**src/rtl/tc_pkg.sv**
```systemverilog
package tc_pkg;

  typedef enum logic [1:0] {
    ST_IDLE = 2'd0,
    ST_HOLD = 2'd1,
    ST_DONE = 2'd2
  } tc_state_e;

  function automatic int tc_turn_width(input int n);
    return (n < 2) ? 1 : $clog2(n);
  endfunction

endpackage

```
**src/rtl/tc_turn_map.sv**
```systemverilog
// Decodes the per-port turn numbers into one one-hot port mask per turn.
module tc_turn_map #(
  parameter int N_PORTS = 4,
  parameter int TURN_W  = 2,
  parameter logic [N_PORTS*TURN_W-1:0] TURN_OF_PORT = '0
) (
  output logic [N_PORTS-1:0][N_PORTS-1:0] turn_mask_o
);

  for (genvar t = 0; t < N_PORTS; t++) begin : g_turn
    for (genvar p = 0; p < N_PORTS; p++) begin : g_port
      assign turn_mask_o[t][p] =
        (TURN_OF_PORT[p*TURN_W +: TURN_W] == TURN_W'(t));
    end
  end

endmodule

```
**src/rtl/tc_release_pick.sv**
```systemverilog
// Keeps only the release coming from the port that currently holds grant.
module tc_release_pick #(
  parameter int N_PORTS = 4
) (
  input  logic [N_PORTS-1:0] grant_i,
  input  logic [N_PORTS-1:0] release_i,
  output logic               holder_rel_o
);

  assign holder_rel_o = |(grant_i & release_i);

endmodule

```
**src/rtl/tc_sequencer.sv**
```systemverilog
// Turn counter and registered grant / done state.
module tc_sequencer
  import tc_pkg::*;
#(
  parameter int N_PORTS = 4,
  parameter int TURN_W  = 2
) (
  input  logic                            clk,
  input  logic                            rst_n,
  input  logic [N_PORTS-1:0][N_PORTS-1:0] turn_mask_i,
  input  logic                            holder_rel_i,
  output logic [N_PORTS-1:0]              grant_o,
  output logic                            done_o
);

  localparam logic [TURN_W-1:0] LAST_TURN = TURN_W'(N_PORTS - 1);

  tc_state_e          state_q, state_d;
  logic [TURN_W-1:0]  turn_q, turn_d, turn_inc;
  logic [N_PORTS-1:0] grant_q, grant_d;
  logic               done_q, done_d;
  logic               adv_en;

  assign turn_inc = turn_q + TURN_W'(1);

  // clock enable: leave idle once, or move on when the holder lets go
  assign adv_en = (state_q == ST_IDLE) ||
                  ((state_q == ST_HOLD) && holder_rel_i);

  always_comb begin
    state_d = state_q;
    turn_d  = turn_q;
    grant_d = grant_q;
    done_d  = done_q;
    unique case (state_q)
      ST_IDLE: begin
        state_d = ST_HOLD;
        turn_d  = '0;
        grant_d = turn_mask_i[0];
      end
      ST_HOLD: begin
        if (turn_q == LAST_TURN) begin
          state_d = ST_DONE;
          grant_d = '0;
          done_d  = 1'b1;
        end else begin
          turn_d  = turn_inc;
          grant_d = turn_mask_i[turn_inc];
        end
      end
      default: begin
        state_d = ST_DONE;
        grant_d = '0;
        done_d  = 1'b1;
      end
    endcase
  end

  always_ff @(posedge clk or negedge rst_n) begin
    if (!rst_n) begin
      state_q <= ST_IDLE;
      turn_q  <= '0;
      grant_q <= '0;
      done_q  <= 1'b0;
    end else if (adv_en) begin
      state_q <= state_d;
      turn_q  <= turn_d;
      grant_q <= grant_d;
      done_q  <= done_d;
    end
  end

  assign grant_o = grant_q;
  assign done_o  = done_q;

endmodule

```
**src/rtl/grant_coordinator.sv**
```systemverilog
// Fixed-order grant sequencer: one port at a time, advanced on release.
module grant_coordinator #(
  parameter  int N_PORTS = 4,
  localparam int TURN_W  = tc_pkg::tc_turn_width(N_PORTS),
  // port p has turn TURN_OF_PORT[p*TURN_W +: TURN_W]
  parameter  logic [N_PORTS*TURN_W-1:0] TURN_OF_PORT = 8'b01_11_00_10
) (
  input  logic               clk,
  input  logic               rst_n,
  input  logic [N_PORTS-1:0] release_i,
  output logic [N_PORTS-1:0] grant_o,
  output logic               done_o
);

  logic [N_PORTS-1:0][N_PORTS-1:0] turn_mask;
  logic                            holder_rel;
  logic [N_PORTS-1:0]              grant_int;

  tc_turn_map #(
    .N_PORTS      (N_PORTS),
    .TURN_W       (TURN_W),
    .TURN_OF_PORT (TURN_OF_PORT)
  ) u_turn_map (
    .turn_mask_o (turn_mask)
  );

  tc_release_pick #(
    .N_PORTS (N_PORTS)
  ) u_release_pick (
    .grant_i      (grant_int),
    .release_i    (release_i),
    .holder_rel_o (holder_rel)
  );

  tc_sequencer #(
    .N_PORTS (N_PORTS),
    .TURN_W  (TURN_W)
  ) u_sequencer (
    .clk          (clk),
    .rst_n        (rst_n),
    .turn_mask_i  (turn_mask),
    .holder_rel_i (holder_rel),
    .grant_o      (grant_int),
    .done_o       (done_o)
  );

  assign grant_o = grant_int;

endmodule

```
**config.mk**
```make
export PLATFORM = sky130hd
export DESIGN_NAME = grant_coordinator
export DESIGN_NICKNAME = d
export VERILOG_FILES = /design/src/rtl/tc_pkg.sv /design/src/rtl/tc_turn_map.sv /design/src/rtl/tc_release_pick.sv /design/src/rtl/tc_sequencer.sv /design/src/rtl/grant_coordinator.sv
export SDC_FILE = /design/constraint.sdc
export NUM_CORES = 1
export LEC_CHECK = 0
export ABC_AREA = 0
export BUFFER_PORTS_ARGS = -buffer_cell sky130_fd_sc_hd__buf_2
export CORE_MARGIN = 2
export CORE_UTILIZATION = 25
export CTS_CLUSTER_SIZE = 16
export DETAILED_ROUTE_END_ITERATION = 10
export PLACE_DENSITY_LB_ADDON = 0.08
export SYNTH_ARGS = -nofsm -noshare
export SYNTH_HDL_FRONTEND = slang
export SYNTH_SLANG_ARGS = --single-unit
```
**constraint.sdc**
```tcl
create_clock -name clk -period 2.85 [get_ports clk]
set_clock_uncertainty 0.2 [all_clocks]
set_input_delay 0.285 -clock clk [delete_from_list [all_inputs] [get_ports clk]]
set_output_delay 0.285 -clock clk [all_outputs]
set_load 0.1 [all_outputs]
```
==> impl_metrics.tcl <==
set metrics [dict create \
    result_of_the_run "complete, no violations" \
    drt_pre_antenna_iters 2 \
    rrSetupSlack_ps 1330 \
    io_buffer_count 10 \
    cts.hold.buffers_added 1 \
    critPathArrivalTime_ps 1120 \
    max_transition_viols_final 0 \
    vias 379 \
    maximum_root_to_sink_buffer_count 2 \
    drt-total-wl_um 1060 \
    mappedNetlistNets 49 \
    areaGrowthSynthToFinish_pct 23.9 \
    synth_edf_count 0 \
    tritoncts.num_buffers 3 \
    timing_hold_violations_final 0 \
    die_height_um 48.8 \
    worstPathMaxFanout 3 \
    ys.warnings.count 0 \
    drive_gt1_frac 0.340 \
    number_of_antenna_violations_at_the_first_check_in_global_routing 0 \
    ys_async_sr_fraction 1.00 \
    diode_count 0 \
    crit_required_ps 2370 \
    synth_seq_cells 9 \
    synthTopCellsByArea "sky130_fd_sc_hd__dfrtp_1 45%, sky130_fd_sc_hd__ha_1 12%, sky130_fd_sc_hd__a22oi_4 8.5%, sky130_fd_sc_hd__a32o_1 6.0%, sky130_fd_sc_hd__a2111oi_4 5.5%" \
    finish.net_count 65 \
    cp-end-kind "output port" \
    clock.fmax_ghz 0.622 \
    count_of_buffering_cells_on_the_critical_path_with_inverters_included 1 \
    post_drt_via_cell_ratio 4.74 \
    initial_utilization 0.261 \
    drt-initial-drc-count 10 \
    critPathLaunchType "flop" \
    cpMaxStageDelayCell "sky130_fd_sc_hd__buf_2" \
    worstSetupPathType "flop to output port" \
    timing.critical_path.max_delay_family "buffers and inverters" \
    fin_util 0.324 \
    post_layout_instance_area_sq_um 622 \
    design.portCount 11 \
    core_area_sq_um 1920 \
    worst_slew_pin_slew_ps 495 \
    report.final.setup_viol 0 \
    route.detailed.drc 0 \
    groute.usage.overall 0.106 \
    clkSlewWorstSetupHoldPaths_ps 60 \
    clock_tree.htree_level_count 1 \
    period_share 0.564 \
    die_area_sq_um 2380 \
    routed_wire_length_per_instance_um 13.2 \
    synth_largest_type_area_fraction 0.449 \
    rsz0062_at_grt "no" \
    hp-class "input port to async pin" \
    pin_count_of_the_biggest_net_entering_global_routing 10 \
    netlist_area_sq_um 502 \
    fin_setup_tns_ps 0 \
    clkLatencyLatePin_ps 250 \
    post_place_cells 75 \
    num_rows 16 \
    finalWeightedCongestion 0.782 \
    synth_ff_type "sky130_fd_sc_hd__dfrtp_1" \
    timing.max_cap.violations 0 \
    post_cts.repair.setup_buffers 0 \
    die_width_um 48.8 \
    clock_sinks 9 \
    post_synth.cell_area_avg_sq_um 13.2 \
    synth.cells.most_frequent "9 x sky130_fd_sc_hd__dfrtp_1, 5 x sky130_fd_sc_hd__ha_1, 4 x sky130_fd_sc_hd__inv_1, 3 x sky130_fd_sc_hd__a32o_1" \
    grt_overflow_total 0 \
    synth_largest_area_cell "sky130_fd_sc_hd__dfrtp_1" \
    max_slew_margin 0.669 \
    hpwlAfterDp_um 795 \
    drtAntennaViolNets 0 \
    timing.critical_path.slowest_cell_delay_ps 450 \
    placed_cell_area_sq_um 586 \
    layoutNonFillerInstCount 80 \
    synthMostInstantiatedCell "sky130_fd_sc_hd__dfrtp_1" \
    ctsRootBufferMaster "sky130_fd_sc_hd__clkbuf_4" \
    cp_cell_sequence "buf_2" \
    cts_tree "built" \
    cts_resized 0 \
    post_synth_num_cell_types 17 \
    synth.yosys.seq_area_share 0.449 \
    global_route_wire_length_before_repair_um 1780 \
    syn-instance-count 38 \
    grt_pass1_vias 385 \
    shortest_clock_period_the_worst_path_allows_after_layout_ps 1610 \
]
## cell type report
class                           count  area (sq um)
Sequential cell                     9           225
Tap cell                           27          33.8
Timing Repair Buffer               11          60.1
Multi-Input combinational cell     25           262
Clock buffer                        4          26.3
Fill cell                         212          1300
Inverter                            4          15.0
## through the flow
step	hold WS (ps)	setup WS [ps]
5_1_grt	222	1200
6_report	216	1240
4_1_cts	219	1230
3_5_place_dp	-46.0	1330
2_1_floorplan	-211	868
3_3_place_gp	-56.3	1370
## state kept, by name, summed over array words and instances, names as in the netlist
signal	cells
u_sequencer.state_q	2
u_sequencer.grant_o	4
u_sequencer.turn_q	2
u_sequencer.done_o	1
## per-layer routing
metal  share of wire  global-route usage
met5               0                   0
met1            0.43               0.132
met3           0.067              0.0429
met4           0.038              0.0952
met2            0.46               0.137
## cell usage in the layout (no fill, tap or decap), drive strengths merged
master / Yosys / layout
ha: 5 / 5
a211oi: 1 / 1
nor2b: 1 / 1
nand2: 1 / 1
a32oi: 1 / 1
a22oi: 2 / 2
a2111oi: 1 / 1
inv: 4 / 4
nand2b: 1 / 1
o21ai: 2 / 2
a31oi: 1 / 1
buf: 0 / 10
a31o: 3 / 3
dfrtp: 9 / 9
dlygate4sd3: 0 / 1
o2bb2ai: 2 / 2
a32o: 3 / 3
clkbuf: 0 / 4
nor2: 1 / 1
## path summary, 6_finish.rpt
check	start	endpoint	cells after the start
max in group asynchronous	rst_n	u_sequencer.grant_o[3]	2
max reg2reg	u_sequencer.turn_q[0]	u_sequencer.turn_q[1]	3
max	u_sequencer.grant_o[3]	grant_o[3]	1
min in group clk	u_sequencer.done_o	u_sequencer.done_o	1
min	rst_n	u_sequencer.done_o	2
min reg2reg	u_sequencer.done_o	u_sequencer.done_o	1
## logic make-up (layout without fill, tap and decap cells)
kind of cell / count (synthesis) / after routing / share of synthesized area
adder cells (fa/ha/maj): 5 / 5 / 0.125
AND/OR/NAND/NOR: 4 / 4 / 0.0449
buffers and inverters: 4 / 19 / 0.0299
flip-flops: 9 / 9 / 0.449
AO/OA/AOI/OAI: 16 / 16 / 0.352
Power is not shown: default switching activity piles up to over one toggle a cycle in this logic, so the estimate is an artifact.
